**src/rtl/rpt_core_pkg.sv**
```systemverilog
package rpt_core_pkg;

  typedef enum logic [2:0] {
    ST_QUIET      = 3'd0,
    ST_FWD_LOCAL  = 3'd1,
    ST_FWD_REMOTE = 3'd2,
    ST_JAM        = 3'd3,
    ST_LAST_PORT  = 3'd4
  } rptState_e;

  // observations handed from datapath to control
  typedef struct packed {
    logic localNone;
    logic localOne;
    logic localMany;
    logic remoteOne;
    logic remoteMany;
    logic dvStall;
  } obsFlags_t;

  // strobes handed from control to datapath
  typedef struct packed {
    rptState_e state;
    logic      capturePort;
  } ctrlStrobe_t;

endpackage

```
**src/rtl/rpt_sync.sv**
```systemverilog
module rpt_sync #(
  parameter int WIDTH = 1,
  parameter int STAGES = 2,
  parameter logic RESET_BIT = 1'b0
) (
  input  logic             clk,
  input  logic             rstN,
  input  logic [WIDTH-1:0] asyncIn,
  output logic [WIDTH-1:0] syncOut
);

  logic [WIDTH-1:0] chain [STAGES];

  always_ff @(posedge clk or negedge rstN) begin
    if (!rstN) begin
      for (int s = 0; s < STAGES; s++) chain[s] <= {WIDTH{RESET_BIT}};
    end else begin
      chain[0] <= asyncIn;
      for (int s = 1; s < STAGES; s++) chain[s] <= chain[s-1];
    end
  end

  assign syncOut = chain[STAGES-1];

endmodule

```
**src/rtl/rpt_core_datapath.sv**
```systemverilog
module rpt_core_datapath
  import rpt_core_pkg::*;
#(
  parameter int NUM_PORTS   = 6,
  parameter int IR_LINES    = 8,
  parameter int DV_LIMIT    = 4,
  parameter int SYNC_STAGES = 2,
  localparam int ID_W   = $clog2(IR_LINES),
  localparam int PCNT_W = $clog2(NUM_PORTS + 1),
  localparam int RCNT_W = $clog2(IR_LINES + 1),
  localparam int DVC_W  = $clog2(DV_LIMIT + 2)
) (
  input  logic                 clk,
  input  logic                 rstN,
  input  logic                 cascadeEn,
  input  logic [ID_W-1:0]      repId,
  input  logic [NUM_PORTS-1:0] crsIn,
  input  logic                 rxDv,
  input  logic [NUM_PORTS-1:0] jabber,
  input  logic [NUM_PORTS-1:0] partition,
  input  logic [IR_LINES-1:0]  irActInN,
  input  ctrlStrobe_t          ctrl,
  output obsFlags_t            obs,
  output logic [NUM_PORTS-1:0] rxEn,
  output logic [NUM_PORTS-1:0] txEn,
  output logic                 irRxEn,
  output logic                 irTxEn,
  output logic                 jamSel,
  output logic [IR_LINES-1:0]  irActOutN
);

  logic [NUM_PORTS-1:0] crsSync;
  logic [IR_LINES-1:0]  busSyncN;
  logic [PCNT_W-1:0]    localCnt;
  logic [RCNT_W-1:0]    remoteCnt;
  logic [IR_LINES-1:0]  ownHist [SYNC_STAGES];
  logic [IR_LINES-1:0]  ownMask;
  logic [IR_LINES-1:0]  foreignLow;
  logic [DVC_W-1:0]     dvCnt;
  logic [NUM_PORTS-1:0] portSel;
  logic [IR_LINES-1:0]  actOutQ;
  logic [IR_LINES-1:0]  actOutD;
  logic [ID_W-1:0]      partnerId;
  logic [NUM_PORTS-1:0] blocked;

  rpt_sync #(.WIDTH(NUM_PORTS), .STAGES(SYNC_STAGES), .RESET_BIT(1'b0)) u_crsSync (
    .clk(clk), .rstN(rstN), .asyncIn(crsIn), .syncOut(crsSync));

  rpt_sync #(.WIDTH(IR_LINES), .STAGES(SYNC_STAGES), .RESET_BIT(1'b1)) u_busSync (
    .clk(clk), .rstN(rstN), .asyncIn(irActInN), .syncOut(busSyncN));

  // population counts of the decoded activity
  always_comb begin
    localCnt = '0;
    for (int i = 0; i < NUM_PORTS; i++) localCnt = localCnt + PCNT_W'(crsSync[i]);
  end

  // lines this device drove recently are still in flight through the synchronizer
  always_ff @(posedge clk or negedge rstN) begin
    if (!rstN) begin
      for (int s = 0; s < SYNC_STAGES; s++) ownHist[s] <= '0;
    end else begin
      ownHist[0] <= ~actOutQ;
      for (int s = 1; s < SYNC_STAGES; s++) ownHist[s] <= ownHist[s-1];
    end
  end

  always_comb begin
    ownMask = ~actOutQ;
    for (int s = 0; s < SYNC_STAGES; s++) ownMask = ownMask | ownHist[s];
    foreignLow = ~busSyncN & ~ownMask & {IR_LINES{cascadeEn}};
    remoteCnt = '0;
    for (int i = 0; i < IR_LINES; i++) remoteCnt = remoteCnt + RCNT_W'(foreignLow[i]);
  end

  // data-valid stall counter for a lone carrier
  always_ff @(posedge clk or negedge rstN) begin
    if (!rstN) begin
      dvCnt <= '0;
    end else if (localCnt == PCNT_W'(1) && !rxDv) begin
      if (dvCnt <= DVC_W'(DV_LIMIT)) dvCnt <= dvCnt + 1'b1;
    end else begin
      dvCnt <= '0;
    end
  end

  always_comb begin
    obs.localNone  = (localCnt == '0);
    obs.localOne   = (localCnt == PCNT_W'(1));
    obs.localMany  = (localCnt > PCNT_W'(1));
    obs.remoteOne  = (remoteCnt == RCNT_W'(1));
    obs.remoteMany = (remoteCnt > RCNT_W'(1));
    obs.dvStall    = (dvCnt > DVC_W'(DV_LIMIT));
  end

  // the active local port, captured on the control's strobe
  always_ff @(posedge clk or negedge rstN) begin
    if (!rstN)                 portSel <= '0;
    else if (ctrl.capturePort) portSel <= crsSync;
  end

  // activity bus encoding
  assign partnerId = (repId == '0) ? ID_W'(1) : repId - 1'b1;

  always_comb begin
    actOutD = '1;
    if (cascadeEn && localCnt != '0) begin
      actOutD[repId] = 1'b0;
      if (localCnt > PCNT_W'(1)) actOutD[partnerId] = 1'b0;
    end
  end

  always_ff @(posedge clk or negedge rstN) begin
    if (!rstN) actOutQ <= '1;
    else       actOutQ <= actOutD;
  end

  assign irActOutN = actOutQ;

  // enable generation from the current state
  assign blocked = jabber | partition;

  always_comb begin
    rxEn   = '0;
    txEn   = '0;
    irRxEn = 1'b0;
    irTxEn = 1'b0;
    jamSel = 1'b0;
    unique case (ctrl.state)
      ST_FWD_LOCAL: begin
        rxEn   = portSel;
        txEn   = ~portSel & ~blocked;
        irTxEn = cascadeEn;
      end
      ST_FWD_REMOTE: begin
        irRxEn = 1'b1;
        txEn   = ~blocked;
      end
      ST_JAM: begin
        txEn   = '1;
        jamSel = 1'b1;
      end
      ST_LAST_PORT: begin
        txEn   = ~portSel;
        jamSel = 1'b1;
      end
      default: ;
    endcase
  end

endmodule

```
**src/rtl/rpt_core_control.sv**
```systemverilog
module rpt_core_control
  import rpt_core_pkg::*;
(
  input  logic        clk,
  input  logic        rstN,
  input  obsFlags_t   obs,
  output ctrlStrobe_t ctrl
);

  rptState_e stateQ, stateD;
  logic      multiQ, multiD;
  logic      captureD;
  logic      remoteAny, collide;

  assign remoteAny = obs.remoteOne | obs.remoteMany;
  assign collide   = obs.localMany | obs.remoteMany | (!obs.localNone && remoteAny);

  always_comb begin
    stateD   = stateQ;
    captureD = 1'b0;
    unique case (stateQ)
      ST_QUIET: begin
        if (collide) stateD = ST_JAM;
        else if (obs.localOne) begin
          stateD   = ST_FWD_LOCAL;
          captureD = 1'b1;
        end
        else if (obs.remoteOne) stateD = ST_FWD_REMOTE;
      end
      ST_FWD_LOCAL: begin
        if (collide || obs.dvStall) stateD = ST_JAM;
        else if (obs.localNone)     stateD = ST_QUIET;
      end
      ST_FWD_REMOTE: begin
        if (collide)         stateD = ST_JAM;
        else if (!remoteAny) stateD = ST_QUIET;
      end
      ST_JAM: begin
        if (collide) stateD = ST_JAM;
        else if (obs.localOne && !remoteAny && multiQ) begin
          stateD   = ST_LAST_PORT;
          captureD = 1'b1;
        end
        else if (obs.localNone && !remoteAny) stateD = ST_QUIET;
      end
      ST_LAST_PORT: begin
        if (collide)            stateD = ST_JAM;
        else if (obs.localNone) stateD = ST_QUIET;
      end
      default: stateD = ST_QUIET;
    endcase
  end

  // remembers whether the current jam involved more than one source
  assign multiD = (stateD == ST_QUIET) ? 1'b0 : (multiQ | collide);

  always_ff @(posedge clk or negedge rstN) begin
    if (!rstN) begin
      stateQ <= ST_QUIET;
      multiQ <= 1'b0;
    end else begin
      stateQ <= stateD;
      multiQ <= multiD;
    end
  end

  assign ctrl.state       = stateQ;
  assign ctrl.capturePort = captureD;

endmodule

```
**src/rtl/rpt_core_ctrl.sv**
```systemverilog
module rpt_core_ctrl
  import rpt_core_pkg::*;
#(
  parameter int NUM_PORTS   = 6,
  parameter int IR_LINES    = 8,
  parameter int DV_LIMIT    = 4,
  parameter int SYNC_STAGES = 2,
  localparam int ID_W = $clog2(IR_LINES)
) (
  input  logic                 clk,
  input  logic                 rstN,
  input  logic                 cascadeEn,
  input  logic [ID_W-1:0]      repId,
  input  logic [NUM_PORTS-1:0] crsIn,
  input  logic                 rxDv,
  input  logic [NUM_PORTS-1:0] jabber,
  input  logic [NUM_PORTS-1:0] partition,
  input  logic [IR_LINES-1:0]  irActInN,
  output logic [NUM_PORTS-1:0] rxEn,
  output logic [NUM_PORTS-1:0] txEn,
  output logic                 irRxEn,
  output logic                 irTxEn,
  output logic                 jamSel,
  output logic [IR_LINES-1:0]  irActOutN
);

  obsFlags_t   obs;
  ctrlStrobe_t ctrl;

  rpt_core_datapath #(
    .NUM_PORTS(NUM_PORTS), .IR_LINES(IR_LINES),
    .DV_LIMIT(DV_LIMIT), .SYNC_STAGES(SYNC_STAGES)
  ) u_datapath (
    .clk(clk), .rstN(rstN), .cascadeEn(cascadeEn), .repId(repId),
    .crsIn(crsIn), .rxDv(rxDv), .jabber(jabber), .partition(partition),
    .irActInN(irActInN), .ctrl(ctrl), .obs(obs),
    .rxEn(rxEn), .txEn(txEn), .irRxEn(irRxEn), .irTxEn(irTxEn),
    .jamSel(jamSel), .irActOutN(irActOutN));

  rpt_core_control u_control (
    .clk(clk), .rstN(rstN), .obs(obs), .ctrl(ctrl));

endmodule

```
**config.mk**
```make
export PLATFORM = sky130hd
export DESIGN_NAME = rpt_core_ctrl
export DESIGN_NICKNAME = d
export VERILOG_FILES = /design/src/rtl/rpt_core_pkg.sv /design/src/rtl/rpt_sync.sv /design/src/rtl/rpt_core_datapath.sv /design/src/rtl/rpt_core_control.sv /design/src/rtl/rpt_core_ctrl.sv
export SDC_FILE = /design/constraint.sdc
export NUM_CORES = 1
export LEC_CHECK = 0
export ABC_AREA = 1
export BUFFER_PORTS_ARGS = -buffer_cell sky130_fd_sc_hd__buf_2
export CAP_MARGIN = 10
export CORE_MARGIN = 4
export CORE_UTILIZATION = 58
export DETAILED_ROUTE_END_ITERATION = 6
export GPL_ROUTABILITY_DRIVEN = 0
export GPL_TIMING_DRIVEN = 0
export PLACE_DENSITY = 0.84
export SYNTH_ARGS = -nofsm -noshare
export SYNTH_HDL_FRONTEND = slang
export SYNTH_SLANG_ARGS = --single-unit
```
**constraint.sdc**
```tcl
create_clock -name clk -period 6.8 [get_ports clk]
set_clock_uncertainty 0.15 [all_clocks]
set_input_delay 0 -clock clk [delete_from_list [all_inputs] [get_ports clk]]
set_output_delay 0 -clock clk [all_outputs]
set_load 0.01 [all_outputs]
```
**After elaboration in Yosys (flattened, before gate mapping)**

Cells that the tools add are included.

- Input port bits: 33
- Register bits after elaboration: 65

- Order comparisons: 8
- Add/subtract/negate cells: 14
- Reduce and logical (&&, ||, !) cells: 18
- Bitwise gates (word level): 18
- Equality and inequality tests: 7
- Multiplexer cells: 32

Operators by type and width:

| operator | count |
|---|---|
| 3-bit two-way mux | 14 |
| 8-bit NOT | 5 |
| 4-bit by 1-bit adder with 4-bit output | 6 |
| 8-bit bitwise AND | 3 |
| 6-bit one-hot mux with 4 select lines | 1 |
| 8-bit two-way mux | 2 |
| 8-bit OR | 2 |
| 3-bit one-hot mux with 5 select lines | 1 |
| 3-bit by 1-bit adder with 3-bit output | 4 |
| 3-bit logical NOT | 4 |
| 6-bit NOT | 2 |
| 1-bit two-way mux | 10 |
| 1-bit logical AND | 8 |
| 3-bit by 4-bit < comparator with 1-bit output (second input constant) | 2 |
| 6-bit bitwise AND | 1 |
| 1-bit demux with 3-bit select | 2 |
| 3-bit by 1-bit == test with 1-bit output (second input constant) | 2 |
| 3-bit by 2-bit == test with 1-bit output (second input constant) | 2 |
| 3-bit by 1-bit >= comparator with 1-bit output (second input constant) | 2 |
| 6-bit two-way mux | 1 |
| 6-bit OR | 1 |
| 1-bit by 1-bit adder with 2-bit output | 2 |
| 4-bit by 1-bit == test with 1-bit output (second input constant) | 1 |
| 4-bit by 1-bit greater-than comparator with 1-bit output (second input constant) | 1 |
| other kinds (13) | 18 |

**Depth between registers and ports, before layout**

Gate-level depths: netlist of run 1.

- Depth after elaboration: 23
- Mapped depth: 23
- Gate-level depth less buffers: 23

**By module**

A second synthesis of run 1 with hierarchy kept.

- Cells, all modules: 325
- Area, all modules: 3006.6 sq um

By module, submodules not included:

| module | times used | sequential area each (sq um) | area each (sq um) | cells an instance |
|---|---|---|---|---|
| rpt_core_datapath | 1 | 835.8 | 1871.8 | 232 |
| rpt_sync at u_datapath.u_busSync | 1 | 420.4 | 480.5 | 24 |
| rpt_sync at u_datapath.u_crsSync | 1 | 300.3 | 345.3 | 18 |
| rpt_core_control | 1 | 100.1 | 309.0 | 51 |

**Least setup slack after synthesis of run 1**

Ideal clock, no wire load.

- Kind: flip-flop to flip-flop
- From: register u_datapath.actOutQ[0] (netlist: u_datapath.irActOutN[0])
- To: register u_control.multiQ
- Required time: 6.531 ns
- Setup slack: 2.685 ns
- Cell stages (with the launch flop): 23
- Arrival time: 3.846 ns
- Setup time: 0.119 ns
- Period minus slack after synthesis: 4.115 ns
- Path buffers: 0
- Cell sequence: dfstp_2 inv_1 nor3_1 nor3b_1 ha_1 inv_1 fa_1 inv_1 fa_1 fa_1 inv_1 fa_1 inv_1 nor2_2 nand3_1 nand2_2 nand2_1 nand2_1 nand2_1 inv_1 nand2_1 nor2_1 nor2_1

- Cells in the longest elaborated chain, start to end: 23
- Elaborated cells between the ends (all ways): 38

Ends and longest elaborated chain:

| element | line | text |
|---|---|---|
| start, declared | rpt_core_datapath.sv:41 | `logic [IR_LINES-1:0] actOutQ;` |
| start signal, assigned | rpt_core_datapath.sv:115 | `else actOutQ <= actOutD;` |
| 8-bit NOT * | rpt_core_datapath.sv:69 | `ownMask = ~actOutQ;` |
| 8-bit OR * (2 in series) | rpt_core_datapath.sv:70 | `for (int s = 0; s < SYNC_STAGES; s++) ownMask = ownMask \| ownHist[s];` |
| 8-bit NOT * | rpt_core_datapath.sv:71 | `foreignLow = ~busSyncN & ~ownMask & {IR_LINES{cascadeEn}};` |
| 8-bit bitwise AND * (2 in series) | rpt_core_datapath.sv:71 |  |
| 1-bit by 1-bit adder with 2-bit output * | rpt_core_datapath.sv:73 | `for (int i = 0; i < IR_LINES; i++) remoteCnt = remoteCnt + RCNT_W'(foreignLow[i]);` |
| 4-bit by 1-bit adder with 4-bit output * (6 in series) | rpt_core_datapath.sv:73 |  |
| 4-bit by 1-bit greater-than comparator with 1-bit output or 4-bit by 1-bit == test with 1-bit output (tied branches) | rpt_core_datapath.sv:92, rpt_core_datapath.sv:91 |  |
| 1-bit OR | rpt_core_control.sv:15 | `assign remoteAny = obs.remoteOne \| obs.remoteMany;` |
| [2 not listed] | n/a |  |
| 3-bit two-way mux or 1-bit logical AND (tied branches) | rpt_core_control.sv:44, rpt_core_control.sv:40 |  |
| 3-bit two-way mux | rpt_core_control.sv:40 | `else if (obs.localOne && !remoteAny && multiQ) begin` |
| 3-bit two-way mux | rpt_core_control.sv:39 | `if (collide) stateD = ST_JAM;` |
| 3-bit one-hot mux with 5 select lines * | rpt_core_control.sv:21 | `unique case (stateQ)` |
| via u_control.stateD[1] | rpt_core_control.sv:10 | `rptState_e stateQ, stateD;` |
| 3-bit logical NOT * | rpt_core_control.sv:55 | `assign multiD = (stateD == ST_QUIET) ? 1'b0 : (multiQ \| collide);` |
| 1-bit two-way mux * | rpt_core_control.sv:55 |  |
| via u_control.multiD | rpt_core_control.sv:11 | `logic multiQ, multiD;` |
| end signal, assigned | rpt_core_control.sv:63 | `multiQ <= multiD;` |
| end, declared | rpt_core_control.sv:11 |  |

Mark *: on every way through the listed nets, which the timed path passes. The rest lies on a longest branch.
A chain may end at the register's enable or synchronous reset.

**Final worst setup path of run 1**

- From: register u_datapath.actOutQ[1] (netlist: u_datapath.irActOutN[1])
- To: register u_control.multiQ

Same word-level chain as after synthesis.

==> results by group, run 1 <==
Outcome
  • Run status: completed

STA
  • Slew Limit Headroom: 60.38%
  • Final setup fails: 0
  • RSZ-0062 raised after global routing: false
  • Worst-margin pin slew: 0.5942 ns
  • Fin worst setup slack: 2.299 ns
  • Fin Hold WS: 0.03743 ns
  • Setup TNS: 0 ns
  • Fin crit period: 4.501 ns
  • Count of final max-slew check failures: 0
  • Max Fclk: 0.2221 GHz
  • Post-route clock period utilization: 66.20%
  • Hold Fails Final Rpt: 0

CTS
  • Worst-Skew Late Latency: 0.34 ns
  • H-tree depth: 3
  • Post-cts sizing count: 0
  • Max clock buf depth: 2
  • Setup repair bufs after CTS: 0
  • CTS Root Cell: clkbuf_8
  • CTS tree: done
  • Clk sinks: 65
  • Clock transition at path regs: 0.07 ns
  • Cts-stage hold buffer count: 23
  • TritonCTS buffer count: 9

Routing
  • Initial DRC Count: 197
  • WL per Instance: 13.51 µm
  • Vias: 2126
  • First-pass iteration count of the detailed router: 5
  • Total Wirelength: 5635 µm
  • Via-to-Cell Ratio: 5.098
  • Drt drc: 0
  • Antenna-violating nets left: 0

Placed design
  • Port Buf Inserts: 54
  • Post-DP HPWL: 4012 µm
  • Setup WS pre-CTS: 2.297 ns
  • Cell Area, Placed: 3162 µm²
  • Dpl cells: 378

Global route
  • Largest net degree at the start of global routing: 39
  • GRT overflow: 0
  • Vias in the first global route: 2208
  • First-pass GRT wire length: 10030 µm
  • Gr usage total: 21.84%
  • Initial antenna violation count: 0

Final layout
  • Area growth syn-to-layout: 27.89%
  • Layout cells sized above 1: 30.85%
  • Final cell count without fillers: 417
  • Commonest non-fill, non-tap cell in the layout: buf_2
  • Finished Cell Area: 3586 µm²
  • FILL cells: 293
  • Most frequent cells in the layout: buf_2 (54), inv_1 (52), dfrtp_1 (41)
  • Util after Layout: 76.43%
  • Nets@finish: 404
  • Antenna diode count: 0

Yosys
  • Synth warn: 0
  • Largest cells by area after synthesis: dfrtp_1 (37%), dfstp_2 (22%), inv_1 (7.0%)
  • Largest area contributor in the synthesized netlist: dfrtp_1
  • Post-synth EDFFs: 0
  • Synth Area per Inst: 10.42 µm²
  • Cell count after synthesis: 269
  • Mapped Area: 2804 µm²
  • Sequential share of the synthesized area: 59.08%
  • Top cell type's share of synthesized area: 36.59%
  • Asr flop ratio synth: 100.0%
  • Most common flop cell mapped by yosys: dfrtp_1
  • Post-synthesis net count: 315
  • Flops & latches, synth: 65
  • Synth unique cells: 30

Power
  • Peak supply drop: 0.2008 mV
  • Total design power: 1.148 mW
  • Sw frac: 35.09%
  • P_leak: 1.813 nW
  • Power share of the clock group: 27.5%
  • Sequential share of power: 40.2%
  • P_int: 0.7449 mW
  • Combinational power share: 32.3%
  • P_sw: 0.4027 mW
  • Pwr Density: 320.0 nW/µm²

Floorplanning
  • Row count: 25
  • Width of the die: 77.53 µm
  • Die Footprint: 6011 µm²
  • Core Footprint: 4692 µm²
  • Boundary Pins: 56
  • Die Ht: 77.53 µm
  • Initial Utilization: 59.76%

Hold path
  • Hold WC Path Type: in -> async

Critical path
  • Slowest stage delay, CP: 0.56 ns
  • CP bufs+invs: 6
  • Worst path required time: 6.88 ns
  • Startpoint type of the worst setup path: flip-flop
  • Setup Crit Path Kind: reg -> reg
  • Most frequent CP cell: inv_1
  • Worst Setup End Kind: flip-flop
  • CP cell instances: inv_1, nor3_1, nor3b_1, ha_1, inv_1, fa_1, inv_1, fa_1, fa_1, inv_1, fa_1, inv_1, nor2_2, nand3_1, nand2_2, nand2_1, nand2_1, nand2_1, inv_1, nand2_1, nor2_1, nor2_1
  • Slowest CP cell: fa_1
  • Crit-path max FO: 5
  • Worst path arrival time: 4.58 ns
  • CP top delay family: adder cells

Job
  • Max-cap violations: 0
## worst reg2reg max path: stages, from the launching register on
cell and delay (ns):
dfstp_2 0.53, inv_1 0.05, nor3_1 0.16, nor3b_1 0.24
ha_1 0.17, inv_1 0.06, fa_1 0.53, inv_1 0.06
fa_1 0.56, fa_1 0.20, inv_1 0.06, fa_1 0.49
inv_1 0.05, nor2_2 0.23, nand3_1 0.19, nand2_2 0.16
nand2_1 0.06, nand2_1 0.09, nand2_1 0.06, inv_1 0.05
nand2_1 0.05, nor2_1 0.12, nor2_1 0.06
## cells by family (layout without fill, tap and decap cells)
group                    Yosys count  count (layout)  share of synthesized area, %
XOR/XNOR                           1               1                        0.3124
AO/OA/AOI/OAI                     38              38                         8.523
flip-flops                        65              65                         59.08
AND/OR/NAND/NOR                   96              96                         16.64
buffers and inverters             56             150                         7.764
adder cells (fa/ha/maj)           13              13                         7.675
## path summary, 6_finish.rpt
kind | from | endpoint | slack [ns] | cells past startpoint
max | u_datapath.irActOutN[1]$_DFF_PN1_ | u_control.multiQ$_DFF_PN0_ | 2.30 | 22
min | rstN | u_datapath.ownHist[12]$_DFF_PN0_ | 0.04 | 2
max reg2reg | u_datapath.irActOutN[1]$_DFF_PN1_ | u_control.multiQ$_DFF_PN0_ | 2.30 | 22
min reg2reg | u_datapath.u_crsSync.chain[7]$_DFF_PN0_ | u_datapath.u_crsSync.syncOut[1]$_DFF_PN0_ | 0.20 | 0
max in group asynchronous | rstN | u_datapath.irActOutN[5]$_DFF_PN1_ | 5.80 | 3
min in group clk | partition[3] | txEn[3] | 0.11 | 3
## flip-flops by register name (all words and copies together) (netlist names)
register and flops:
u_datapath.u_busSync.chain 8, u_control.stateQ 3, u_datapath.ownHist 16, u_datapath.u_busSync.syncOut 8, u_datapath.dvCnt 3, u_control.multiQ 1
u_datapath.irActOutN 8, u_datapath.u_crsSync.syncOut 6, u_datapath.portSel 6, u_datapath.u_crsSync.chain 6
## cells in the mapped netlist, types with 2 or more instances
cell	count
inv_1	52
dfrtp_1	41
nand2_1	37
dfstp_2	24
nor2_1	24
a21oi_1	20
nand3_1	10
fa_1	7
nor3_1	7
ha_1	6
nor3b_1	6
o21ai_2	5
o31ai_1	4
nand2_2	3
o21ai_0	3
a21oi_2	2
inv_2	2
nand4_1	2
nor4_1	2
o311ai_0	2
## final cells by class
class                           instances  area [µm²]  share of cell area (%)
Buffer                                  2       15.01                  0.4187
Clock buffer                            9       123.9                   3.454
Clock inverter                          7       70.07                   1.954
Inverter                               54       202.7                   5.652
Multi-Input combinational cell        148       929.6                   25.92
Sequential cell                        65        1657                   46.20
Tap cell                               54       67.56                   1.884
Timing Repair Buffer                   78       520.5                   14.51
## metal layers
metal / wire (µm) / share of wire (%) / track usage, % / vias to the layer above
met4: 112 / 2.0 / 10.32 / 0
met5: 0 / 0 / 0 / -
met1: 2165 / 38 / 24.94 / 993
met3: 372 / 6.6 / 6.265 / 11
met2: 2986 / 53 / 37.74 / 87
li1: - / - / - / 1035
## power groups by stage
stage	clock (mW)	sequential, mW	combinational [mW]
2_1_floorplan	0	0.462	0.249
3_3_place_gp	0	0.465	0.343
3_5_place_dp	0	0.467	0.358
4_1_cts	0.322	0.461	0.371
5_1_grt	0.342	0.466	0.421
6_report	0.315	0.461	0.371
Power figures use the tool's default switching activity.
==> run 2: changes to the inputs <==
--- a/config.mk
+++ b/config.mk
@@ -9,11 +9,11 @@
 export BUFFER_PORTS_ARGS = -buffer_cell sky130_fd_sc_hd__buf_2
 export CAP_MARGIN = 10
 export CORE_MARGIN = 4
-export CORE_UTILIZATION = 58
+export CORE_UTILIZATION = 49
 export DETAILED_ROUTE_END_ITERATION = 6
 export GPL_ROUTABILITY_DRIVEN = 0
 export GPL_TIMING_DRIVEN = 0
-export PLACE_DENSITY = 0.84
+export PLACE_DENSITY = 0.76
 export SYNTH_ARGS = -nofsm -noshare
 export SYNTH_HDL_FRONTEND = slang
 export SYNTH_SLANG_ARGS = --single-unit
==> constraint.sdc (replaced) <==
create_clock -name clk -period 3.6 [get_ports clk]
set_clock_uncertainty 0.15 [all_clocks]
set_input_delay 0 -clock clk [delete_from_list [all_inputs] [get_ports clk]]
set_output_delay 0 -clock clk [all_outputs]
set_load 0.01 [all_outputs]
==> run 2 against run 1 <==
Compared with the run above: design area up 6.1%; critical path type unchanged; combinational power grew 130%; largest power group unchanged; core utilization shrank 7.8 points; die area increased by 16%; the run now ends with negative setup slack left; hold slack improved by 0.063 ns; clock power increased by 97%.
==> results by group, run 2 (synthesis results as in run 1) <==
STA
  • Setup TNS: -4.458 ns (was 0 ns)
  • Hold Fails Final Rpt: 0 (unchanged)
  • Worst-margin pin slew: 0.7164 ns (was 0.5942 ns)
  • Fin crit period: 4.103 ns (was 4.501 ns)
  • Max Fclk: 0.2438 GHz (was 0.2221 GHz)
  • Fin worst setup slack: -0.5025 ns (was 2.299 ns)
  • RSZ-0062 raised after global routing: true (was false)
  • Count of final max-slew check failures: 0 (unchanged)
  • Slew Limit Headroom: 52.24% (was 60.38%)
  • Final setup fails: 10 (was 0)
  • Post-route clock period utilization: 114.0% (was 66.20%)

Floorplanning
  • Initial Utilization: 50.61% (was 59.76%)
  • Die Footprint: 6996 µm² (was 6011 µm²)
  • Core Footprint: 5540 µm² (was 4692 µm²)
  • Boundary Pins: 56 (unchanged)
  • Width of the die: 83.65 µm (was 77.53 µm)
  • Die Ht: 83.65 µm (was 77.53 µm)
  • Row count: 27 (was 25)

Final layout
  • Number of flip-flops under the largest register name: 16 (unchanged)
  • Layout cells sized above 1: 39.46% (was 30.85%)
  • Most frequent cells in the layout: buf_2 (54), inv_1 (48), dfrtp_1 (41) (was buf_2 (54), inv_1 (52), dfrtp_1 (41))
  • Nets@finish: 411 (was 404)
  • Area growth syn-to-layout: 35.65% (was 27.89%)
  • Util after Layout: 68.65% (was 76.43%)
  • Largest Register: u_datapath.ownHist (unchanged)
  • Commonest non-fill, non-tap cell in the layout: buf_2 (unchanged)
  • Antenna diode count: 0 (unchanged)

Routing
  • WL per Instance: 13.29 µm (was 13.51 µm)
  • Via-to-Cell Ratio: 4.771 (was 5.098)
  • Antenna-violating nets left: 0 (unchanged)
  • Vias: 2109 (was 2126)
  • Total Wirelength: 5872 µm (was 5635 µm)
  • Metal-1 WL: 2466 µm (was 2165 µm)
  • Drt drc: 0 (unchanged)
  • First-pass iteration count of the detailed router: 4 (was 5)
  • Top Layer Used: met4 (unchanged)
  • Met3 WL: 257 µm (was 372 µm)
  • Initial DRC Count: 139 (was 197)
  • Met2 wire len: 2992 µm (was 2986 µm)

CTS
  • CTS Root Cell: clkbuf_8 (unchanged)
  • Clock transition at path regs: 0.07 ns (about the same)
  • TritonCTS buffer count: 9 (unchanged)
  • Worst-Skew Late Latency: 0.34 ns (about the same)
  • Clk sinks: 65 (unchanged)
  • CTS tree: done (unchanged)
  • H-tree depth: 3 (unchanged)
  • Max clock buf depth: 2 (unchanged)

Power
  • Total design power: 2.352 mW (was 1.148 mW)
  • P_leak: 1.891 nW (was 1.813 nW)
  • Peak supply drop: 0.4596 mV (was 0.2008 mV)
  • Pwr Density: 618.5 nW/µm² (was 320.0 nW/µm²)

Critical path
  • CP cell instances: inv_2, nor3_2, nor3b_2, ha_1, inv_2, fa_1, inv_1, fa_1, fa_2, inv_2, fa_2, inv_2, nor2_4, nand3_4, nand2_4, buf_6, nand2_2, clkbuf_16, o21ai_2 (was inv_1, nor3_1, nor3b_1, ha_1, inv_1, fa_1, inv_1, fa_1, fa_1, inv_1, fa_1, inv_1, nor2_2, nand3_1, nand2_2, nand2_1, nand2_1, nand2_1, inv_1, nand2_1, nor2_1, nor2_1)
  • Worst Setup End Kind: flip-flop (unchanged)
  • Reg2reg start: u_datapath.irActOutN[1]$_DFF_PN1_ (unchanged)
  • Flop-to-flop setup slack: -0.50 ns (was 2.30 ns)
  • Slowest stage delay, CP: 0.55 ns (was 0.56 ns)
  • CP bufs+invs: 7 (was 6)
  • Slowest CP cell: fa_2 (was fa_1)
  • CP top delay family: adder cells (unchanged)
  • Reg2Reg Capture Point: u_datapath.portSel[5]$_DFFE_PN0P_ (was u_control.multiQ$_DFF_PN0_)
  • Most frequent CP cell: inv_2 (was inv_1)
  • Worst path arrival time: 4.22 ns (was 4.58 ns)
  • Worst path required time: 3.72 ns (was 6.88 ns)
  • Crit-path max FO: 5 (unchanged)
  • Startpoint type of the worst setup path: flip-flop (unchanged)
  • Setup Crit Path Kind: reg -> reg (unchanged)
  • Worst r2r path cells: 19 (was 22)

Global route
  • First-pass GRT wire length: 10050 µm (was 10030 µm)
  • Vias in the first global route: 2217 (was 2208)
  • GRT overflow: 0 (unchanged)
  • Initial antenna violation count: 0 (unchanged)
  • Largest net degree at the start of global routing: 35 (was 39)
  • Gr usage total: 18.05% (was 21.84%)

Placed design
  • Port Buf Inserts: 54 (unchanged)
  • Post-DP HPWL: 3948 µm (was 4012 µm)

Outcome
  • Failing checks: negative setup slack
  • Run status: complete, but fails checks (was completed)

Hold path
  • Hold WC Path Type: in -> async (unchanged)

Job
  • Max-cap violations: 0 (unchanged)
[run 2: metrics by stage]
| step | setup WS [ns] | hold WS (ns) | std cells | cell area [µm²] |
|---|---|---|---|---|
| after floorplan | -0.3027 | -0.4456 | 269 | 2841 |
| after detailed placement | -0.5867 | -0.05522 | 396 | 3222 |
| after CTS | -0.4330 | 0.09888 | 436 | 3699 |
| after global routing | -0.6915 | 0.1237 | 442 | 3804 |
| final | -0.5025 | 0.1001 | 442 | 3804 |
| after global placement | -0.4995 | -0.04525 | 395 | 3202 |
[run 2: layer usage]
metal / GRT usage [%] / vias to the layer above
met1: 21.93 / 1006
met3: 5.429 / 16
li1: - / 1046
met4: 8.480 / 0
met2: 29.43 / 41
met5: 0 / -
[run 2: how the worst max path moves through the flow]
stage                                      startpoint                                 to  slack, ns  cells past startpoint
detailed placement  u_datapath.irActOutN[4]$_DFF_PN1_         u_control.multiQ$_DFF_PN0_      -0.59                     20
CTS                 u_datapath.irActOutN[1]$_DFF_PN1_  u_datapath.portSel[5]$_DFFE_PN0P_      -0.43                     20
floorplan           u_datapath.irActOutN[1]$_DFF_PN1_         u_control.multiQ$_DFF_PN0_      -0.30                     22
global route        u_datapath.irActOutN[1]$_DFF_PN1_         u_control.multiQ$_DFF_PN0_      -0.69                     22
global placement    u_datapath.irActOutN[4]$_DFF_PN1_         u_control.multiQ$_DFF_PN0_      -0.50                     20
finish              u_datapath.irActOutN[1]$_DFF_PN1_  u_datapath.portSel[5]$_DFFE_PN0P_      -0.50                     19
[run 2: report_power, final]
group          internal, mW  total, mW  switching (mW)
combinational         0.358      0.854           0.496
clock                 0.339      0.619           0.280
sequential            0.825      0.879          0.0546
total                  1.52       2.35           0.830
[run 2: area by class of cell]
type / instances / area [µm²]
well taps: 72 / 90.09
fillers: 428 / 1737
repair buffers: 85 / 590.6
plain buffers: 2 / 18.77
flip-flops and latches: 65 / 1657
clock inverters: 6 / 66.31
multi-input cells: 148 / 1041
clock buffers: 10 / 137.6
inverters: 54 / 202.7
[run 2: worst reg2reg max path: stages, from the launching register on]
cell and delay, ns:
dfstp_2 0.54, inv_2 0.04, nor3_2 0.14, nor3b_2 0.18, ha_1 0.15, inv_2 0.04
fa_1 0.47, inv_1 0.05, fa_1 0.50, fa_2 0.21, inv_2 0.04, fa_2 0.55
inv_2 0.05, nor2_4 0.20, nand3_4 0.13, nand2_4 0.10, buf_6 0.11, nand2_2 0.09
clkbuf_16 0.18, o21ai_2 0.12
[run 2: repair_timing]
item | 4_1_cts | 5_1_grt
hold buffers | 20 | 0
endpoints found under the hold margin | 56 | 0
pin swaps | 6 | 6
cloned | 0 | 1
gates resized for setup | 9 | 11
buffers inserted | 4 | 5
setup endpoints to repair | 10 | 10
==> run 3: changes to the inputs <==
--- a/config.mk
+++ b/config.mk
@@ -5,7 +5,6 @@
 export SDC_FILE = /design/constraint.sdc
 export NUM_CORES = 1
 export LEC_CHECK = 0
-export ABC_AREA = 1
 export BUFFER_PORTS_ARGS = -buffer_cell sky130_fd_sc_hd__buf_2
 export CAP_MARGIN = 10
 export CORE_MARGIN = 4
==> constraint.sdc (replaced) <==
create_clock -name clk -period 3.6 [get_ports clk]
set_clock_uncertainty 0.15 [all_clocks]
set_input_delay 0.18 -clock clk [delete_from_list [all_inputs] [get_ports clk]]
set_output_delay 0.18 -clock clk [all_outputs]
set_load 0.01 [all_outputs]
==> run 3 against run 2 <==
Compared with the run above: the flow still finishes with violations (negative setup slack); global-route usage is 0.69 points lower; final cell count is 8.8% lower; critical path type unchanged; area after synthesis is 0.27% lower; wire length is 3.6% lower; critical endpoint is now u_control.multiQ$_DFF_PN0_.
==> results by group, run 3 <==
STA
  • Post-route clock period utilization: 125.4% (was 114.0%)
  • Count of final max-slew check failures: 0 (unchanged)
  • Worst-margin pin slew: 0.5981 ns (was 0.7164 ns)
  • Max Fclk: 0.2215 GHz (was 0.2438 GHz)
  • Final setup fails: 10 (unchanged)
  • Slew Limit Headroom: 60.13% (was 52.24%)
  • Setup TNS: -6.113 ns (was -4.458 ns)
  • Hold Fails Final Rpt: 0 (unchanged)
  • Fin worst setup slack: -0.9157 ns (was -0.5025 ns)
  • Fin Hold WS: 0.01283 ns (was 0.1001 ns)
  • Fin crit period: 4.516 ns (was 4.103 ns)
  • RSZ-0062 raised after global routing: true (unchanged)

Job
  • Max-cap violations: 0 (unchanged)

Critical path
  • Reg2reg start: u_datapath.irActOutN[1]$_DFF_PN1_ (unchanged)
  • Slowest CP cell: dfstp_2 (was fa_2)
  • Worst r2r path cells: 15 (was 19)
  • Worst Setup EP: u_control.multiQ$_DFF_PN0_ (was u_datapath.portSel[5]$_DFFE_PN0P_)
  • Startpoint type of the worst setup path: flip-flop (unchanged)
  • Crit path launch: u_datapath.irActOutN[1]$_DFF_PN1_ (unchanged)
  • Slowest stage delay, CP: 0.55 ns (about the same)
  • Reg2Reg Capture Point: u_control.multiQ$_DFF_PN0_ (was u_datapath.portSel[5]$_DFFE_PN0P_)
  • Worst Setup End Kind: flip-flop (unchanged)
  • Worst path arrival time: 4.58 ns (was 4.22 ns)
  • Crit-path max FO: 3 (was 5)
  • Flop-to-flop setup slack: -0.92 ns (was -0.50 ns)
  • Setup Crit Path Kind: reg -> reg (unchanged)
  • CP cell instances: nand3b_1, nor3_2, ha_1, inv_2, fa_1, inv_1, fa_1, fa_2, inv_2, fa_2, buf_4, a31o_4, o211ai_1, or4b_4, o32a_1 (was inv_2, nor3_2, nor3b_2, ha_1, inv_2, fa_1, inv_1, fa_1, fa_2, inv_2, fa_2, inv_2, nor2_4, nand3_4, nand2_4, buf_6, nand2_2, clkbuf_16, o21ai_2)
  • Worst path required time: 3.66 ns (was 3.72 ns)

Final layout
  • Commonest non-fill, non-tap cell in the layout: buf_2 (unchanged)
  • Layout cells sized above 1: 36.56% (was 39.46%)
  • Most frequent cells in the layout: buf_2 (55), dfrtp_1 (41), dfstp_2 (24) (was buf_2 (54), inv_1 (48), dfrtp_1 (41))
  • Nets@finish: 372 (was 411)
  • Antenna diode count: 0 (unchanged)
  • Final cell count without fillers: 403 (was 442)
  • Area growth syn-to-layout: 29.35% (was 35.65%)
  • Util after Layout: 65.69% (was 68.65%)
  • Number of flip-flops under the largest register name: 16 (unchanged)
  • Largest Register: u_datapath.ownHist (unchanged)

Yosys
  • Sequential share of the synthesized area: 59.24% (was 59.08%)
  • Flops & latches, synth: 65 (unchanged)
  • Most common cell in the netlist: dfrtp_1 (was inv_1)
  • Synth top cells by count: dfrtp_1 (41), dfstp_2 (24), inv_1 (23) (was inv_1 (52), dfrtp_1 (41), nand2_1 (37))
  • Synth Area per Inst: 11.85 µm² (was 10.42 µm²)
  • Post-synthesis net count: 282 (was 315)
  • Synth warn: 0 (unchanged)
  • Asr flop ratio synth: 100.0% (unchanged)
  • Post-synth EDFFs: 0 (unchanged)
  • Most common flop cell mapped by yosys: dfrtp_1 (unchanged)
  • Largest cells by area after synthesis: dfrtp_1 (37%), dfstp_2 (23%), fa_1 (5.0%) (was dfrtp_1 (37%), dfstp_2 (22%), inv_1 (7.0%))
  • Synth unique cells: 41 (was 30)
  • Mapped Area: 2796 µm² (was 2804 µm²)
  • Cell count after synthesis: 236 (was 269)
  • Largest area contributor in the synthesized netlist: dfrtp_1 (unchanged)
  • Top cell type's share of synthesized area: 36.69% (was 36.59%)

Hold path
  • Hold WC Path Type: in -> reg (was in -> async)

Outcome
  • Run status: complete, but fails checks (unchanged)
  • Failing checks: negative setup slack (unchanged)

Floorplanning
  • Initial Utilization: 50.78% (was 50.61%)
  • Width of the die: 83.55 µm (was 83.65 µm)
  • Die Footprint: 6980 µm² (was 6996 µm²)
  • Boundary Pins: 56 (unchanged)
  • Die Ht: 83.55 µm (was 83.65 µm)
  • Core Footprint: 5507 µm² (was 5540 µm²)
  • Row count: 27 (unchanged)

Placed design
  • Dpl cells: 364 (was 396)
  • Port Buf Inserts: 55 (was 54)
  • Post-DP HPWL: 3981 µm (was 3948 µm)

Routing
  • Antenna-violating nets left: 0 (unchanged)
  • Vias: 2016 (was 2109)
  • Initial DRC Count: 168 (was 139)
  • WL per Instance: 14.05 µm (was 13.29 µm)
  • Total Wirelength: 5661 µm (was 5872 µm)
  • First-pass iteration count of the detailed router: 4 (unchanged)
  • Drt drc: 0 (unchanged)
  • Via-to-Cell Ratio: 5.002 (was 4.771)

Global route
  • Gr usage total: 17.36% (was 18.05%)
  • Vias in the first global route: 2019 (was 2217)
  • First-pass GRT wire length: 9639 µm (was 10050 µm)
  • Largest net degree at the start of global routing: 39 (was 35)
  • GRT overflow: 0 (unchanged)
  • Initial antenna violation count: 0 (unchanged)

Power
  • P_leak: 1.725 nW (was 1.891 nW)
  • Pwr Density: 564.0 nW/µm² (was 618.5 nW/µm²)
  • Peak supply drop: 0.3414 mV (was 0.4596 mV)

CTS
  • Clock transition at path regs: 0.07 ns (about the same)
  • TritonCTS buffer count: 9 (unchanged)
  • Worst-Skew Late Latency: 0.33 ns (was 0.34 ns)
  • Max clock buf depth: 2 (unchanged)
  • H-tree depth: 3 (unchanged)
  • Clk sinks: 65 (unchanged)
  • CTS Root Cell: clkbuf_8 (unchanged)
  • CTS tree: done (unchanged)
## run 3: cell types whose count changed after synthesis, sizes merged, moves of 7 or more
cell,change
and3,+8
inv,-30
nand3b,+9
nor2,-12
a21oi,-8
nor3,+7
nand2,-25
## run 3: how the worst min path moves through the flow
stage          cells after the start                                  endpoint   startpoint  slack (ns)
4_1_cts                            3         u_datapath.irActOutN[1]$_DFF_PN1_     repId[0]       0.004
3_3_place_gp                       1  u_datapath.u_busSync.chain[12]$_DFF_PN1_  irActInN[4]        0.13
6_report                           3         u_datapath.irActOutN[1]$_DFF_PN1_     repId[0]        0.01
5_1_grt                            3         u_datapath.irActOutN[1]$_DFF_PN1_     repId[0]        0.03
2_1_floorplan                      0                u_control.multiQ$_DFF_PN0_         rstN       -0.27
3_5_place_dp                       1           u_datapath.ownHist[0]$_DFF_PN0_         rstN        0.07
## run 3: per-stage QoR
stage | setup slack (ns) | total power, mW | area (µm²)
3_3_place_gp | -0.9506 | 1.442 | 3164
4_1_cts | -0.8631 | 2.030 | 3576
5_1_grt | -1.127 | 2.175 | 3617
3_5_place_dp | -0.9798 | 1.465 | 3184
6_report | -0.9157 | 2.040 | 3617
2_1_floorplan | -0.7815 | 1.274 | 2799
## run 3: per-layer routing
metal / vias up / GRT usage (%) / wire length (µm)
met4: 0 / 5.556 / 107
li1: 995 / - / -
met3: 11 / 5.528 / 263
met1: 967 / 21.75 / 2450
met2: 43 / 28.72 / 2840
met5: - / 0 / 0
## run 3: kinds of logic after synthesis
group | share of synthesized area, %
buffers and inverters | 4.563
adder cells (fa/ha/maj) | 7.696
XOR/XNOR | 0.3133
AND/OR/NAND/NOR | 16.64
AO/OA/AOI/OAI | 8.770
flip-flops | 59.24
multiplexers | 2.774
## run 3: area by class of cell
class                      instances  area [µm²]
buffer                             6       37.54
multi-input combinational        141        1061
tap                               72       90.09
timing repair buffer              79       513.0
clock inverter                     3       20.02
inverter                          24       90.09
fill                             420        1889
sequential                        65        1657
clock buffer                      13       148.9
## run 3: critical path: cells and delay by family (launching register included)
family / cells / cell delay (ns)
fa+ha+maj: 5 / 1.94
simple gates: 3 / 0.77
compound gates: 3 / 0.68
flops: 1 / 0.55
buf+inv: 4 / 0.31
## run 3: timing repair
action                                 4_1_cts  5_1_grt
setup endpoints to repair                   10       10
pin swaps                                    1        3
gates cloned                                 0        0
hold buffers                                18        0
gates resized for setup                      4        8
endpoints found under the hold margin       42        0
buffers inserted                             4        1
## run 3: power breakdown
group	switching (mW)	internal [mW]	leakage, nW
sequential	0.0442	0.809	0.777
combinational	0.345	0.319	0.869
clock	0.254	0.268	0.0796
